==> src/rtl/dram_rfsh_pkg.sv <==
package dram_rfsh_pkg;
  typedef enum logic [1:0] {ENG_IDLE, ENG_LEAD, ENG_STROBE, ENG_PRECH} eng_state_e;
  typedef enum logic [1:0] {PH_PAUSE, PH_INIT, PH_RUN} phase_e;
endpackage

==> src/rtl/rfsh_interval_timer.sv <==
module rfsh_interval_timer #(
  parameter int unsigned PERIOD_CYC = 1950
) (
  input  logic clk_i,
  input  logic rst_ni,
  input  logic en_i,
  output logic tick_o
);
  localparam int unsigned CW = (PERIOD_CYC > 2) ? $clog2(PERIOD_CYC) : 1;
  localparam logic [CW-1:0] LAST = CW'(PERIOD_CYC - 1);

  logic [CW-1:0] cnt_q;

  always_ff @(posedge clk_i or negedge rst_ni) begin
    if (!rst_ni)          cnt_q <= '0;
    else if (!en_i)       cnt_q <= '0;
    else if (cnt_q == LAST) cnt_q <= '0;
    else                  cnt_q <= cnt_q + 1'b1;
  end

  assign tick_o = en_i && (cnt_q == LAST);
endmodule

==> src/rtl/rfsh_backlog.sv <==
module rfsh_backlog #(
  parameter int unsigned MAX_PEND = 8
) (
  input  logic clk_i,
  input  logic rst_ni,
  input  logic inc_i,
  input  logic dec_i,
  output logic pend_o
);
  localparam int unsigned CW = $clog2(MAX_PEND + 1);
  localparam logic [CW-1:0] TOP = CW'(MAX_PEND);

  logic [CW-1:0] cnt_q;

  always_ff @(posedge clk_i or negedge rst_ni) begin
    if (!rst_ni) cnt_q <= '0;
    else if (inc_i && !dec_i && cnt_q != TOP) cnt_q <= cnt_q + 1'b1;
    else if (dec_i && !inc_i)                 cnt_q <= cnt_q - 1'b1;
  end

  assign pend_o = (cnt_q != '0);
endmodule

==> src/rtl/rfsh_strobe_gen.sv <==
module rfsh_strobe_gen
  import dram_rfsh_pkg::*;
#(
  parameter int unsigned T_RAS = 8,
  parameter int unsigned T_RP  = 6,
  parameter int unsigned ROW_W = 12
) (
  input  logic             clk_i,
  input  logic             rst_ni,
  input  logic             start_i,
  input  logic             ras_only_i,
  output logic             idle_o,
  output logic             ras_n_o,
  output logic             cas_n_o,
  output logic             we_n_o,
  output logic             row_oe_o,
  output logic [ROW_W-1:0] row_o
);
  localparam int unsigned TMAX = (T_RAS > T_RP) ? T_RAS : T_RP;
  localparam int unsigned CW   = $clog2(TMAX + 1);
  localparam logic [CW-1:0] RAS_LAST = CW'(T_RAS - 1);
  localparam logic [CW-1:0] RP_LAST  = CW'(T_RP - 1);

  eng_state_e       st_q;
  logic [CW-1:0]    cnt_q;
  logic             mode_q;  // 1: row-address style latched at start
  logic [ROW_W-1:0] row_q;

  always_ff @(posedge clk_i or negedge rst_ni) begin
    if (!rst_ni) begin
      st_q   <= ENG_IDLE;
      cnt_q  <= '0;
      mode_q <= 1'b0;
      row_q  <= '0;
    end else begin
      unique case (st_q)
        ENG_IDLE: if (start_i) begin
          mode_q <= ras_only_i;
          cnt_q  <= '0;
          st_q   <= ras_only_i ? ENG_STROBE : ENG_LEAD;
        end
        ENG_LEAD: begin
          cnt_q <= '0;
          st_q  <= ENG_STROBE;
        end
        ENG_STROBE: begin
          if (cnt_q == RAS_LAST) begin
            cnt_q <= '0;
            st_q  <= ENG_PRECH;
            if (mode_q) row_q <= row_q + 1'b1;
          end else begin
            cnt_q <= cnt_q + 1'b1;
          end
        end
        ENG_PRECH: begin
          if (cnt_q == RP_LAST) st_q <= ENG_IDLE;
          else                  cnt_q <= cnt_q + 1'b1;
        end
        default: st_q <= ENG_IDLE;
      endcase
    end
  end

  assign idle_o   = (st_q == ENG_IDLE);
  assign ras_n_o  = (st_q != ENG_STROBE);
  assign cas_n_o  = !(!mode_q && (st_q == ENG_LEAD || st_q == ENG_STROBE));
  assign we_n_o   = 1'b1;
  assign row_oe_o = (st_q == ENG_STROBE) && mode_q;
  assign row_o    = row_q;
endmodule

==> src/rtl/dram_refresh_seq.sv <==
module dram_refresh_seq
  import dram_rfsh_pkg::*;
#(
  parameter int unsigned PAUSE_CYC    = 12500, // 100 us at 8 ns
  parameter int unsigned INTERVAL_CYC = 1950,  // 15.6 us at 8 ns
  parameter int unsigned INIT_CYC     = 8,
  parameter int unsigned BACKLOG_MAX  = 8,
  parameter int unsigned T_RAS        = 8,
  parameter int unsigned T_RP         = 6,
  parameter int unsigned ROW_W        = 12
) (
  input  logic             clk_i,
  input  logic             rst_ni,
  input  logic             ras_only_i,
  input  logic             gnt_i,
  input  logic             acc_req_i,
  output logic             req_o,
  output logic             busy_o,
  output logic             init_done_o,
  output logic             acc_gnt_o,
  output logic             ras_n_o,
  output logic             cas_n_o,
  output logic             we_n_o,
  output logic             row_oe_o,
  output logic [ROW_W-1:0] row_o
);
  localparam int unsigned IW = $clog2(INIT_CYC + 1);

  phase_e        phase_q;
  logic [IW-1:0] init_left_q;
  logic          pause_tick, ivl_tick, pend, eng_idle;
  logic          init_start, run_start;

  rfsh_interval_timer #(.PERIOD_CYC(PAUSE_CYC)) u_pause (
    .clk_i, .rst_ni, .en_i(phase_q == PH_PAUSE), .tick_o(pause_tick)
  );

  rfsh_interval_timer #(.PERIOD_CYC(INTERVAL_CYC)) u_ivl (
    .clk_i, .rst_ni, .en_i(phase_q == PH_RUN), .tick_o(ivl_tick)
  );

  rfsh_backlog #(.MAX_PEND(BACKLOG_MAX)) u_backlog (
    .clk_i, .rst_ni, .inc_i(ivl_tick), .dec_i(run_start), .pend_o(pend)
  );

  rfsh_strobe_gen #(.T_RAS(T_RAS), .T_RP(T_RP), .ROW_W(ROW_W)) u_strobe (
    .clk_i, .rst_ni,
    .start_i   (init_start | run_start),
    .ras_only_i,
    .idle_o    (eng_idle),
    .ras_n_o, .cas_n_o, .we_n_o, .row_oe_o, .row_o
  );

  assign init_start = (phase_q == PH_INIT) && eng_idle && (init_left_q != '0);
  assign run_start  = (phase_q == PH_RUN) && pend && gnt_i && eng_idle;

  always_ff @(posedge clk_i or negedge rst_ni) begin
    if (!rst_ni) begin
      phase_q     <= PH_PAUSE;
      init_left_q <= IW'(INIT_CYC);
    end else begin
      if (init_start) init_left_q <= init_left_q - 1'b1;
      unique case (phase_q)
        PH_PAUSE: if (pause_tick) phase_q <= PH_INIT;
        PH_INIT:  if (init_left_q == '0 && eng_idle) phase_q <= PH_RUN;
        default:  phase_q <= PH_RUN;
      endcase
    end
  end

  assign req_o       = pend;
  assign busy_o      = !eng_idle;
  assign init_done_o = (phase_q == PH_RUN);
  assign acc_gnt_o   = acc_req_i && init_done_o && eng_idle;
endmodule

==> config.mk <==
export PLATFORM = sky130hd
export DESIGN_NAME = dram_refresh_seq
export DESIGN_NICKNAME = d
export VERILOG_FILES = /design/src/rtl/dram_rfsh_pkg.sv /design/src/rtl/rfsh_interval_timer.sv /design/src/rtl/rfsh_backlog.sv /design/src/rtl/rfsh_strobe_gen.sv /design/src/rtl/dram_refresh_seq.sv
export SDC_FILE = /design/constraint.sdc
export NUM_CORES = 1
export LEC_CHECK = 0
export CAP_MARGIN = 40
export CORE_MARGIN = 2
export CORE_UTILIZATION = 48
export CTS_CLUSTER_DIAMETER = 200
export CTS_CLUSTER_SIZE = 40
export DETAILED_ROUTE_END_ITERATION = 16
export DONT_BUFFER_PORTS = 1
export SYNTH_ARGS = -nofsm -noshare
export SYNTH_HDL_FRONTEND = slang
export SYNTH_SLANG_ARGS = --single-unit
==> constraint.sdc <==
create_clock -name clk_i -period 5.7 [get_ports clk_i]
set_input_delay 1.14 -clock clk_i [delete_from_list [all_inputs] [get_ports clk_i]]
set_output_delay 1.14 -clock clk_i [all_outputs]
set_load 0.01 [all_outputs]
# Word level (Yosys, flattened, before mapping)
# Index checks and enable logic that the tools add are counted.
[op_classes] n_addsub=7 reduce_logical=32 muxes=18 eq_ne=17 bitwise_logic=1
[op_table] op="two-way mux 14 bit" n=2
[op_table] op="two-way mux 11 bit" n=2
[op_table] op="two-way mux 4 bit" n=5
[op_table] op="one-hot mux 4 bit (4 select lines)" n=1
[op_table] op="logical AND 1 bit" n=15
[op_table] op="adder 14 x 1 -> 14 bit, second input constant" n=1
[op_table] op="equality test 14 bit, second input constant" n=1
[op_table] op="adder 12 x 1 -> 12 bit, second input constant" n=1
[op_table] op="two-way mux 2 bit" n=6
[op_table] op="adder 11 x 1 -> 11 bit, second input constant" n=1
[op_table] op="equality test 11 bit, second input constant" n=1
[op_table] op="adder 4 x 1 -> 4 bit, second input constant" n=2
[op_table] op="equality test 4 x 3 -> 1 bit, second input constant" n=2
[op_table] op="inequality test 2 x 1 -> 1 bit, second input constant" n=4
[op_table] op="one-hot mux 2 bit (4 select lines)" n=1
[op_table] op="nonzero test 4 bit" n=2
[op_table] op="subtractor 4 x 1 -> 4 bit, second input constant" n=2
[op_table] op="equality test 2 bit, second input constant" n=3
[op_table] op="inequality test 2 bit, second input constant" n=3
[op_table] op="AND reduction 2 bit" n=3
[op_table] op="AND reduction 3 bit" n=2
[op_table] op="zero test 1 bit" n=5
[op_table] op="equality test 2 x 1 -> 1 bit, second input constant" n=2
[op_table] op="zero test 2 bit" n=2
[op_table] op="6 further kinds" n=6
[word_totals] register_bits=54 wordCells=84

# Logic depth before layout (Yosys ltp)
[depth] ltp_word=8 ltp_mapped=13 mapped_depth_nobuf=12

# Modules after synthesis
# A second synthesis with hierarchy kept.
[hier_totals] cells_unflattened=275 hier_area_um2=2961.6
[modules_own_cells] module="rfsh_strobe_gen" n_inst=1 cells_per_inst=93 seq_area_each_um2=475.5 area_per_inst_um2=1019.7
[modules_own_cells] module="rfsh_interval_timer (u_pause)" n_inst=1 cells_per_inst=70 seq_area_each_um2=350.3 area_per_inst_um2=752.0
[modules_own_cells] module="rfsh_interval_timer (u_ivl)" n_inst=1 cells_per_inst=56 seq_area_each_um2=275.3 area_per_inst_um2=565.5
[modules_own_cells] module="dram_refresh_seq" n_inst=1 cells_per_inst=30 seq_area_each_um2=151.4 area_per_inst_um2=327.8
[modules_own_cells] module="rfsh_backlog" n_inst=1 cells_per_inst=26 seq_area_each_um2=100.1 area_per_inst_um2=296.5

# Worst setup path before layout
# OpenSTA, ideal clock, no wires.
[synth_timing] kind="in2reg" from="input port gnt_i" to="register u_backlog.cnt_q[3]" path_slack_ps=3167 t_arrival_ps=2408 cell_stages=10 n_path_buf=0 cell_sequence="nand3_2 -> nor2_1 -> nor2_1 -> nand2_1 -> ha_1 -> a21oi_1 -> nand2_1 -> nor4_1 -> a41o_1 -> a21oi_1"
[synth_via] elab_chain_len=6
[synth_lines] item="from (decl)" line="dram_refresh_seq.sv:15" text="input logic gnt_i,"
[synth_lines] item="logical AND 1 bit * (2 in a row)" line="dram_refresh_seq.sv:55" text="assign run_start = (phase_q == PH_RUN) && pend && gnt_i && eng_idle;"
[synth_lines] item="zero test 1 bit" line="rfsh_backlog.sv:17" text="else if (inc_i && !dec_i && cnt_q != TOP) cnt_q <= cnt_q + 1'b1;"
[synth_lines] item="logical AND 1 bit (2 in a row)" line="rfsh_backlog.sv:17"
[synth_lines] item="two-way mux 4 bit / nonzero test 2 bit (equally long branches)"
[synth_lines] item="to (signal assigned)" line="rfsh_backlog.sv:17"
[synth_lines] item="to (signal assigned)" line="rfsh_backlog.sv:18" text="else if (dec_i && !inc_i) cnt_q <= cnt_q - 1'b1;"
[synth_lines] item="to (decl)" line="rfsh_backlog.sv:13" text="logic [CW-1:0] cnt_q;"
# Mark *: on every way between the ends. The rest lies on a longest branch, timed or not.
# A chain may end at the register's enable or synchronous reset.

# Worst setup path in the final report
[layout_timing] from="register u_backlog.cnt_q[0]" to="register u_backlog.cnt_q[3]"
[layout_via] elab_chain_len=8
[layout_lines] item="nonzero test 4 bit *" line="rfsh_backlog.sv:21" text="assign pend_o = (cnt_q != '0);"
[layout_lines] item="named net req_o" line="dram_refresh_seq.sv:17" text="output logic req_o,"
[layout_lines] item="logical AND 1 bit * (3 in a row)" line="dram_refresh_seq.sv:55"
[layout_lines] item="zero test 1 bit" line="rfsh_backlog.sv:17"
[layout_lines] item="logical AND 1 bit (2 in a row)" line="rfsh_backlog.sv:17"
[layout_lines] item="two-way mux 4 bit / nonzero test 2 bit (equally long branches)"
# Mark *: on every way through the listed nets, which the timed path passes. The rest lies on a longest branch. The select of a mux whose other input is x is not followed.

==> impl_metrics.toml <==
[cells_and_area]
fillCellCount = 538
fin_cells = 344
final_cell_mix = "53 x dfrtp_1, 34 x nor2_1, 20 x xnor2_1"
stdcell_area_um2 = 2920
drive_gt1_share_pct = 8.46
fin_nets = 289
area_growth_pct = 5.61
final_common_cell = "dfrtp_1"
seqCellArea_um2 = 1350
utilization_pct = 52.8
antenna_cells = 0
multiInputGateArea_um2 = 1340

[placement]
dp_hpwl_mm = 3.31
dp_cells = 336
portBuffers = 0
place_ws_ps = 2990
placed_cell_area_um2 = 2830
gp_congestion = 0.813

[floorplan]
die_h_um = 79.9
num_io_pins = 25
initial_core_util_pct = 50.0
core_area_um2 = 5540
row_count = 27
die_w_um = 79.9
die_area_um2 = 6390

[synth]
syn_inst = 269
synth.avg_cell_area_um2 = 10.3
synth_nets = 287
synth_top_family_by_area = "simple AND/OR/NAND/NOR gates"
ys_types = 42
yosys.area.top_type = "dfrtp_1"
synth-edff-count = 0
synth_top_area_share_pct = 47.9
synth-xor-area-share_pct = 11.1
ys_seq_elements = 54
synthSimpleGateAreaFrac_pct = 22.5
synth_ff_type = "dfrtp_1"
netlist_area_um2 = 2770
synth_mux_area_share_pct = 3.80
yosysSeqAreaShare_pct = 48.9
synthTopCellsByArea = "dfrtp_1 48%, xnor2_1 6.3%, ha_1 5.4%"
synth_compound_area_share_pct = 4.84
postSynth.asyncResetShare_pct = 100
ys.warnings.count = 0
synth-adder-area-share_pct = 6.15

[sta]
drv_slew = 0
maxSlewHeadroom_pct = 49.4
period_needed_ps = 2650
hold_slack_ps = 457
period_share_pct = 46.6
worst_slew_pin_slew_ps = 753
setup_tns_ps = 0
setup_viol = 0
max_freq_ghz = 0.377
timing.final.ws_setup_ps = 3050
skew_ps = 11.4
hold_violations = 0
rsz0062_at_grt = "false"

[worst_setup_path]
cp_cell_sequence = "or4_4, nand3_2, nor2_1, nor2_1, nand2_1, ha_1, a21oi_1, nand2_1, nor4_1, a41o_1, a21oi_1"
critPathCaptureType = "flop"
crit_fanout = 6
crit_arrival_ps = 2850
timing_worst_setup_path_type = "flop to flop"
cpPeakStageDelay_ps = 600
cp-start-kind = "flop"
crit_slowest_cell = "or4_4"
cp.required_ps = 5900

[cts]
cts_hold_buf = 0
clk_pin_slew_ps = 100
cts_tree = "built"
cts_max_level = 2
cts_resized = 0
cts_inserted_buffers = 5
post_cts_buffers = 0
clock-sinks = 54
clk_latency_ps = 310
cts_buffer_depth = 2
clockRootBuffer = "clkbuf_8"

[global_route]
overflow = 0
grt_max_degree = 55
grt_pass1_vias = 1817
grt_pass1_wl_mm = 8.14
antenna_found_initial = 0
track_usage_pct = 16.1

[power]
p_total_mw = 0.602
leakage_nw = 1.34
powerDensity_nw_per_um2 = 206
ir_drop_uv = 100

[routing]
wl_mm = 4.58
vias_per_cell = 5.22
drc_errors = 0
ant_nets = 0
first_iter_violations = 76
first_pass_iters = 4
wl_per_cell_um = 13.3
vias = 1797

[status]
status = "finished clean"

[min_path]
hp-class = "flop to flop"

[flow_run]
maxCapViolCount = 0
-- where the power goes --
part           internal (mW)  leakage [nW]  switching, mW  total, mW
sequential             0.383         0.726              0      0.383
combinational       0.000362         0.572       0.000514   0.000877
clock                 0.0881        0.0408          0.130      0.218
-- registers in the layout (all words and copies together) (netlist names) --
name             flops
u_strobe.cnt_q       4
u_strobe.st_q        2
u_strobe.row_o      12
u_pause.cnt_q       14
u_strobe.mode_q      1
u_backlog.cnt_q      4
u_ivl.cnt_q         11
phase_q              2
init_left_q          4
-- layer usage --
metal,up-vias,wire length (um),GRT usage (%),part of all wire (%)
met1,851,2250,20.2,49
met5,-,0,0,0
met4,0,38,5.59,0.83
met2,19,2130,26.2,46
met3,3,162,4.98,3.5
li1,924,-,-,-
-- synth_stat cells (3+ instances only) --
cell	instances
inv_1	12
mux2_2	4
xnor2_1	20
a21oi_1	9
and2_1	3
and4_1	4
nand4_1	9
and3_1	11
o21ai_0	5
xor2_1	15
dfrtp_1	53
nor3_1	7
ha_1	12
nand3_1	17
nand2_1	17
mux2i_1	3
nand2b_1	4
nor2_1	34
-- cell type report --
class,instances,share of cell area [%]
Tap cell,72,3.08
Sequential cell,54,46.3
Clock buffer,5,2.35
Multi-Input combinational cell,198,45.9
Inverter,12,1.54
Clock inverter,3,0.813
-- path summary, 6_finish.rpt --
check | endpoint | startpoint | slack [ps] | cells past startpoint
worst max-delay path | u_backlog.cnt_q[3] | u_backlog.cnt_q[0] | 3050 | 11
worst min-delay path | u_pause.cnt_q[0] | u_pause.cnt_q[0] | 460 | 1
worst max register to register | u_backlog.cnt_q[3] | u_backlog.cnt_q[0] | 3050 | 11
worst min register to register | u_pause.cnt_q[0] | u_pause.cnt_q[0] | 460 | 1
max in group asynchronous | init_left_q[3] | rst_ni | 5020 | 0
min in group asynchronous | u_strobe.row_o[6] | rst_ni | 510 | 0
-- cell families (layout without fill, tap and decap cells) --
group                    count (synthesis)  count (layout)
multiplexers                             9               9
adder cells (fa/ha/maj)                 13              13
XOR/XNOR                                35              35
AND/OR/NAND/NOR                        119             119
AO/OA/AOI/OAI                           21              21
other                                    1               1
flip-flops                              54              54
buffers and inverters                   17              20
-- worst max-delay path, delay by kind of cell (launching register included) --
family	cells	cell delay [ps]
and+or+nand+nor	7	1380
adders and majority gates	1	330
DFF	1	450
AOI/OAI and AO/OA	3	370
No activity file was read; power rests on OpenSTA's default activity.
